[src/rtl/tbc_pkg.sv]
package tbc_pkg;

  typedef enum logic [1:0] {
    ST_PRE  = 2'd0,
    ST_POST = 2'd1,
    ST_DONE = 2'd2
  } tbc_state_e;

  typedef enum logic [1:0] {
    POS_BEGIN  = 2'd0,
    POS_CENTER = 2'd1,
    POS_END    = 2'd2,
    POS_END2   = 2'd3
  } tbc_pos_e;

  localparam int unsigned WORD_SHIFT   = 3;  // 8-byte words
  localparam int unsigned KB_WORDS_LOG = 7;  // 128 words per kilobyte

endpackage

[src/rtl/tbc_geometry.sv]
module tbc_geometry
  import tbc_pkg::*;
#(
  parameter int unsigned SIZE_W = 4,
  localparam int unsigned CNT_W = SIZE_W + KB_WORDS_LOG
) (
  input  logic [SIZE_W-1:0] size_kb,
  input  logic [1:0]        pos,
  output logic [CNT_W-1:0]  total_words,
  output logic [CNT_W-1:0]  win_words,
  output logic [CNT_W-1:0]  post_words
);

  always_comb begin
    total_words = {size_kb, {KB_WORDS_LOG{1'b0}}};
    unique case (tbc_pos_e'(pos))
      POS_BEGIN:  win_words = '0;
      POS_CENTER: win_words = total_words >> 1;
      default:    win_words = total_words;
    endcase
    post_words = total_words - win_words;
  end

endmodule

[src/rtl/tbc_pointer.sv]
module tbc_pointer #(
  parameter int unsigned CNT_W = 11
) (
  input  logic             clk,
  input  logic             rst_n,
  input  logic             clr,
  input  logic             adv,
  input  logic             in_pre,
  input  logic [CNT_W-1:0] win_words,
  output logic [CNT_W-1:0] ptr,
  output logic             wrapped
);

  logic [CNT_W-1:0] ptr_q, ptr_d;
  logic             wrap_q, wrap_d;
  logic             last_slot;

  assign last_slot = (ptr_q == win_words - 1'b1);

  always_comb begin
    ptr_d  = ptr_q;
    wrap_d = wrap_q;
    if (clr) begin
      ptr_d  = '0;
      wrap_d = 1'b0;
    end else if (adv) begin
      if (in_pre && last_slot) begin
        ptr_d  = '0;
        wrap_d = 1'b1;
      end else begin
        ptr_d = ptr_q + 1'b1;
      end
    end
  end

  always_ff @(posedge clk or negedge rst_n) begin
    if (!rst_n) begin
      ptr_q  <= '0;
      wrap_q <= 1'b0;
    end else begin
      ptr_q  <= ptr_d;
      wrap_q <= wrap_d;
    end
  end

  assign ptr     = ptr_q;
  assign wrapped = wrap_q;

  // pre-trigger writes land inside the window
  a_r2_in_window: assert property (@(posedge clk) disable iff (!rst_n)
    (in_pre && adv && !clr) |-> (ptr_q < win_words));

  // wrap flag is sticky until clear
  a_r4_wrap_sticky: assert property (@(posedge clk) disable iff (!rst_n)
    (wrap_q && !clr) |=> wrap_q);

endmodule

[src/rtl/tbc_phase_ctl.sv]
module tbc_phase_ctl
  import tbc_pkg::*;
#(
  parameter int unsigned CNT_W = 11
) (
  input  logic             clk,
  input  logic             rst_n,
  input  logic             restart,
  input  logic             trig,
  input  logic             wr_req,
  input  logic [CNT_W-1:0] win_words,
  input  logic [CNT_W-1:0] post_words,
  output tbc_state_e       state,
  output logic             store
);

  tbc_state_e       state_q, state_d;
  logic [CNT_W-1:0] cnt_q, cnt_d;
  logic [CNT_W-1:0] cnt_inc;

  assign cnt_inc = cnt_q + 1'b1;

  always_comb begin
    state_d = state_q;
    cnt_d   = cnt_q;
    store   = 1'b0;
    if (restart) begin
      state_d = ST_PRE;
      cnt_d   = '0;
    end else begin
      unique case (state_q)
        ST_PRE: begin
          store = wr_req && (win_words != '0);
          if (trig) begin
            cnt_d   = '0;
            state_d = (post_words == '0) ? ST_DONE : ST_POST;
          end
        end
        ST_POST: begin
          store = wr_req;
          if (wr_req) begin
            cnt_d = cnt_inc;
            if (cnt_inc == post_words) state_d = ST_DONE;
          end
        end
        default: begin
          store = 1'b0;
        end
      endcase
    end
  end

  always_ff @(posedge clk or negedge rst_n) begin
    if (!rst_n) begin
      state_q <= ST_PRE;
      cnt_q   <= '0;
    end else begin
      state_q <= state_d;
      cnt_q   <= cnt_d;
    end
  end

  assign state = state_q;

  // a pre-phase trigger leaves the pre phase on the next edge
  a_r5_trig_leaves_pre: assert property (@(posedge clk) disable iff (!rst_n)
    (state_q == ST_PRE && trig && !restart) |=> (state_q != ST_PRE));

  // without restart the controller never falls back to pre phase
  a_r7_no_return: assert property (@(posedge clk) disable iff (!rst_n)
    (state_q != ST_PRE && !restart) |=> (state_q != ST_PRE));

  // post-phase count stays below the post-trigger length
  a_r6_post_bound: assert property (@(posedge clk) disable iff (!rst_n)
    (state_q == ST_POST) |-> (cnt_q < post_words));

endmodule

[src/rtl/trace_capture_ctl.sv]
module trace_capture_ctl
  import tbc_pkg::*;
#(
  parameter int unsigned ADDR_W = 32,
  parameter int unsigned SIZE_W = 4
) (
  input  logic              clk,
  input  logic              rst_n,
  input  logic              restart,
  input  logic [ADDR_W-1:0] cfg_base,
  input  logic [SIZE_W-1:0] cfg_size_kb,
  input  logic [1:0]        cfg_pos,
  input  logic              wr_req,
  input  logic              trig,
  output logic              wr_en,
  output logic [ADDR_W-1:0] wr_addr,
  output logic              phase,
  output logic              done,
  output logic              wrapped
);

  localparam int unsigned CNT_W  = SIZE_W + KB_WORDS_LOG;
  localparam int unsigned WIDX_W = ADDR_W - WORD_SHIFT;

  logic [CNT_W-1:0]  total_words, win_words, post_words;
  logic [CNT_W-1:0]  ptr;
  logic [WIDX_W-1:0] word_idx;
  tbc_state_e        state;
  logic              store;

  tbc_geometry #(.SIZE_W(SIZE_W)) u_geom (
    .size_kb     (cfg_size_kb),
    .pos         (cfg_pos),
    .total_words (total_words),
    .win_words   (win_words),
    .post_words  (post_words)
  );

  tbc_phase_ctl #(.CNT_W(CNT_W)) u_phase (
    .clk        (clk),
    .rst_n      (rst_n),
    .restart    (restart),
    .trig       (trig),
    .wr_req     (wr_req),
    .win_words  (win_words),
    .post_words (post_words),
    .state      (state),
    .store      (store)
  );

  tbc_pointer #(.CNT_W(CNT_W)) u_ptr (
    .clk       (clk),
    .rst_n     (rst_n),
    .clr       (restart),
    .adv       (store),
    .in_pre    (state == ST_PRE),
    .win_words (win_words),
    .ptr       (ptr),
    .wrapped   (wrapped)
  );

  assign word_idx = cfg_base[ADDR_W-1:WORD_SHIFT] + {{(WIDX_W-CNT_W){1'b0}}, ptr};
  assign wr_addr  = {word_idx, {WORD_SHIFT{1'b0}}};
  assign wr_en    = store;
  assign phase    = (state != ST_PRE);
  assign done     = (state == ST_DONE);

  // addresses are word aligned
  a_r8_aligned: assert property (@(posedge clk) disable iff (!rst_n)
    wr_addr[WORD_SHIFT-1:0] == '0);

  // nothing is written once capture is finished
  a_r6_done_silent: assert property (@(posedge clk) disable iff (!rst_n)
    done |-> !wr_en);

  // restart returns to a clean pre-trigger state
  a_r9_restart_clean: assert property (@(posedge clk) disable iff (!rst_n)
    restart |=> (!phase && !done && !wrapped));

  // empty window drops pre-trigger data
  a_r3_begin_drops: assert property (@(posedge clk) disable iff (!rst_n)
    (!phase && cfg_pos == 2'd0) |-> !wr_en);

endmodule

[config.mk]
export PLATFORM = sky130hd
export DESIGN_NAME = trace_capture_ctl
export DESIGN_NICKNAME = d
export VERILOG_FILES = /design/src/rtl/tbc_pkg.sv /design/src/rtl/tbc_geometry.sv /design/src/rtl/tbc_pointer.sv /design/src/rtl/tbc_phase_ctl.sv /design/src/rtl/trace_capture_ctl.sv
export SDC_FILE = /design/constraint.sdc
export NUM_CORES = 1
export LEC_CHECK = 0
export BUFFER_PORTS_ARGS = -buffer_cell sky130_fd_sc_hd__buf_2
export CORE_ASPECT_RATIO = 1.75
export CORE_MARGIN = 2
export CORE_UTILIZATION = 48
export DETAILED_ROUTE_END_ITERATION = 8
export PLACE_DENSITY_LB_ADDON = 0.2
export SKIP_LAST_GASP = 1
export SLEW_MARGIN = 10
export SYNTH_ARGS = -nofsm -noshare
export SYNTH_HDL_FRONTEND = slang
export SYNTH_SLANG_ARGS = --single-unit
[constraint.sdc]
create_clock -name clk -period 3.1 [get_ports clk]
set_input_delay 0.62 -clock clk [delete_from_list [all_inputs] [get_ports clk]]
set_output_delay 0.62 -clock clk [all_outputs]
set_load 0.01 [all_outputs]
==> flow_summary.toml <==
[clock_network]
clk_pin_slew_ns = 0.09
clk_path_buf_depth = 2
htree_num_levels = 1
clkSinkCount = 25
tritoncts = "built"
clock-root-buffer = "sky130_fd_sc_hd__clkbuf_8"
cts_inserted_buffers = 3
clock_latency_ns = 0.27

[final_layout]
register_area_um2 = 628
finish.net_count = 504
area_growth_pct = 26.5
count_of_fill_cells_added_during_filler_insertion = 533
total_area_of_multi_input_combinational_cells_mm2 = 0.00209
fin_area_mm2 = 0.00347
num_antenna_cells = 0
layout-drive-gt1-share_pct = 31.0

[synthesis]
dominantRegCellSynth = "sky130_fd_sc_hd__dfrtp_1"
synth.yosys.seq_area_share_pct = 22.8
synth.cell_area_mm2 = 0.00274
synthCells = 351
share_of_flip_flops_with_an_asynchronous_set_or_reset_pct = 100
synth_area_per_cell_um2 = 7.82
yosysWarningCount = 0
synthDominantCellAreaShare_pct = 22.8
yosysUniqueCellTypes = 52
yosys-top-cells-area = "sky130_fd_sc_hd__dfrtp_1 (23%), sky130_fd_sc_hd__xnor2_1 (12%), sky130_fd_sc_hd__ha_1 (7.8%)"
synth-seq-cells = 25
post-synth-top-count-cell = "sky130_fd_sc_hd__xnor2_1"
synth_top_cell_by_area = "sky130_fd_sc_hd__dfrtp_1"
synth_enable_flop_cells = 0
post_synth_most_frequent_cells = "sky130_fd_sc_hd__xnor2_1 (38), sky130_fd_sc_hd__nand2_1 (34), sky130_fd_sc_hd__nor2_1 (32), sky130_fd_sc_hd__dfrtp_1 (25), sky130_fd_sc_hd__o21ai_0 (22)"

[detailed_routing]
post-route-drc-count = 0
met2_wirelength_um = 4040
via_count = 2821
route.detailed.wl_per_inst_um = 13.3
via_per_inst = 5.45
finalWirelength_um = 6890
drtAntennaViolNets = 0
routed_met1_length_um = 2590
first_iteration_detailed_routing_drc_count = 141
routed-wl-met3_um = 191
dr.max_layer_used = "met4"
dr_pass1_iterations = 4

[sta]
fmax_mhz = 324
worst_clock_skew_ns = 0.000769
finalSetupTns_ns = 0
max_slew_violations = 0
relSlewSlack_pct = 55.5
finalSetupViolations = 0
hold_slack_ns = 0.331
rsz_0062_raised_after_global_routing = "true"
hold_viol = 0
setup_slack_ns = 0.0132
post-route-period-util_pct = 99.6
tightest_slew_ns = 0.667
final_critical_period_ns = 3.09

[pwr]
total_leakage_power_nw = 1.61
worst_ir_drop_vdd_uv = 238
pwr_density_cell_mw_per_mm2 = 272

[grt]
globalRoute.totalOverflow = 0
track_usage_pct = 22.8
grt_start_max_net_pins = 26
number_of_global_route_vias_before_repair = 2782
grt_first_pass_wirelength_um = 11700
antenna_violations_before_repair = 0

[worst_setup_path]
worstReg2RegEnd = "u_phase.state[1]$_DFFE_PN0P_"
reg2reg_depth = 8
critical_path.startpoint_type = "primary input"
setup.worst_path.end_class = "output pin"
critPathRequiredTime_ns = 2.48
worst-setup-path-type = "in -> out"
critical-path-top-cell-by-count = "sky130_fd_sc_hd__o21ai_2"
cp_data_arrival_time_ns = 2.47
worstReg2RegStart = "u_phase.cnt_q[0]$_DFFE_PN0P_"
critPathSlowestCell = "sky130_fd_sc_hd__fa_2"
worst-r2r-setup-slack_ns = 0.40
path_cells = "buf_6 -> ha_4 -> inv_2 -> fa_2 -> nor2b_2 -> o21ai_2 -> a21boi_2 -> o21ai_2 -> a211o_1 -> a21oi_2 -> xor2_1 -> buf_2"
max_stage_delay_ns = 0.34
timing.critical_path.fanout_max = 3

[run]
max-cap-violations = 0

[die]
design.core.area_mm2 = 0.00554
die_x_um = 61.2
die_area_mm2 = 0.00636
ioPinCount = 79
chipHeight_um = 104
floorplan.initialDensity_pct = 49.5
row_count = 36

[placed_design]
hpwl_detailed_um = 5490
place_ws_ns = -0.293
gp_congestion = 0.882
buffer_ports.inserted = 72
placed_area_mm2 = 0.00328

[worst_hold_path]
hold_path.class = "in -> async"

[run_status]
status = "completed"
## stage by stage
stage	power, mW	std cells	util (%)
2_1_floorplan	0.601	353	-
3_3_place_gp	0.725	507	59.3
3_5_place_dp	0.736	507	59.3
4_1_cts	0.946	512	61.2
5_1_grt	1.01	518	62.7
6_report	0.944	518	62.7
## layout make-up
cell class                      instances  share of cell area, %
Sequential cell                        25                   18.1
Clock buffer                            3                   1.19
Inverter                               11                   1.19
Tap cell                               76                   2.74
Clock inverter                          1                  0.144
Multi-Input combinational cell        303                   60.1
Timing Repair Buffer                   99                   16.6
## power by group
part	leakage (nW)	internal, mW	switching (mW)
clock	0.0255	0.0901	0.109
sequential	0.342	0.341	0.0279
combinational	1.24	0.174	0.201
total	1.61	0.605	0.338
## metal layers
metal  vias up  track usage (%)
met5         -                0
li1       1428                -
met1      1327             23.9
met2        58             45.0
met3         8             1.49
met4         0             5.75
## timing repair
| action | in CTS | in global routing |
|---|---|---|
| endpoints found under the setup margin | 10 | 19 |
| pin swaps | 12 | 14 |
| gates cloned | 0 | 0 |
| gates resized for setup | 16 | 10 |
| buffers inserted | 1 | 6 |
| hold buffers | 0 | 0 |
## placed cells by master, fill, tap and decap left out, types with 4 or more instances in the layout
| cell type | netlist | final |
|---|---|---|
| sky130_fd_sc_hd__buf_2 | 4 | 70 |
| sky130_fd_sc_hd__xnor2_1 | 38 | 38 |
| sky130_fd_sc_hd__nand2_1 | 34 | 32 |
| sky130_fd_sc_hd__nor2_1 | 32 | 32 |
| sky130_fd_sc_hd__buf_4 | 4 | 27 |
| sky130_fd_sc_hd__dfrtp_1 | 25 | 23 |
| sky130_fd_sc_hd__o21ai_0 | 22 | 19 |
| sky130_fd_sc_hd__nand3_1 | 18 | 17 |
| sky130_fd_sc_hd__a21oi_1 | 18 | 16 |
| sky130_fd_sc_hd__ha_1 | 17 | 15 |
| sky130_fd_sc_hd__xor2_1 | 14 | 14 |
| sky130_fd_sc_hd__inv_1 | 11 | 10 |
| sky130_fd_sc_hd__and3_1 | 9 | 9 |
| sky130_fd_sc_hd__nand4_1 | 8 | 8 |
| sky130_fd_sc_hd__nor2b_1 | 8 | 7 |
| sky130_fd_sc_hd__o31ai_1 | 7 | 7 |
| sky130_fd_sc_hd__a21o_1 | 6 | 6 |
| sky130_fd_sc_hd__a31oi_1 | 6 | 6 |
| sky130_fd_sc_hd__or3_1 | 5 | 5 |
| sky130_fd_sc_hd__and2_1 | 5 | 5 |
| sky130_fd_sc_hd__nor3_1 | 5 | 5 |
| sky130_fd_sc_hd__nand2b_1 | 4 | 4 |
| sky130_fd_sc_hd__o21ai_2 | 1 | 4 |
| sky130_fd_sc_hd__or2_2 | 4 | 4 |
## cell families after synthesis
family                   Yosys count  share of synthesized area [%]
AO/OA/AOI/OAI                     80                           18.5
XOR/XNOR                          52                           16.6
adder cells (fa/ha/maj)           18                           8.48
buffers and inverters             25                           4.15
flip-flops                        25                           22.8
multiplexers                       2                          0.821
other                              1                          0.137
AND/OR/NAND/NOR                  148                           28.5
## critical path, delay by kind of cell
| family | cells | cell delay, ns |
|---|---|---|
| adders and majority gates | 2 | 0.46 |
| buffers and inverters | 3 | 0.27 |
| xor gates and xnor gates | 1 | 0.18 |
| and+or+nand+nor | 1 | 0.13 |
| AOI/OAI and AO/OA | 5 | 0.81 |
## flip-flops by register name, indices dropped and copies added, names as in the netlist
name           flops
u_ptr.wrapped      1
u_phase.cnt_q     11
u_phase.state      2
u_ptr.ptr         11
## how the worst max path moves through the flow
stage                                         from          end  slack (ns)  cells past startpoint
after floorplan                        cfg_base[3]  wr_addr[15]       -0.03                     10
after global placement                 cfg_base[3]  wr_addr[13]       -0.27                     12
after CTS                              cfg_base[3]  wr_addr[25]       -0.12                     12
after detailed placement               cfg_base[3]  wr_addr[13]       -0.29                     12
final                                  cfg_base[3]  wr_addr[25]        0.01                     12
after global routing      u_ptr.ptr[0]$_DFFE_PN0P_  wr_addr[31]       -0.13                     12
Power figures use the tool's default switching activity.
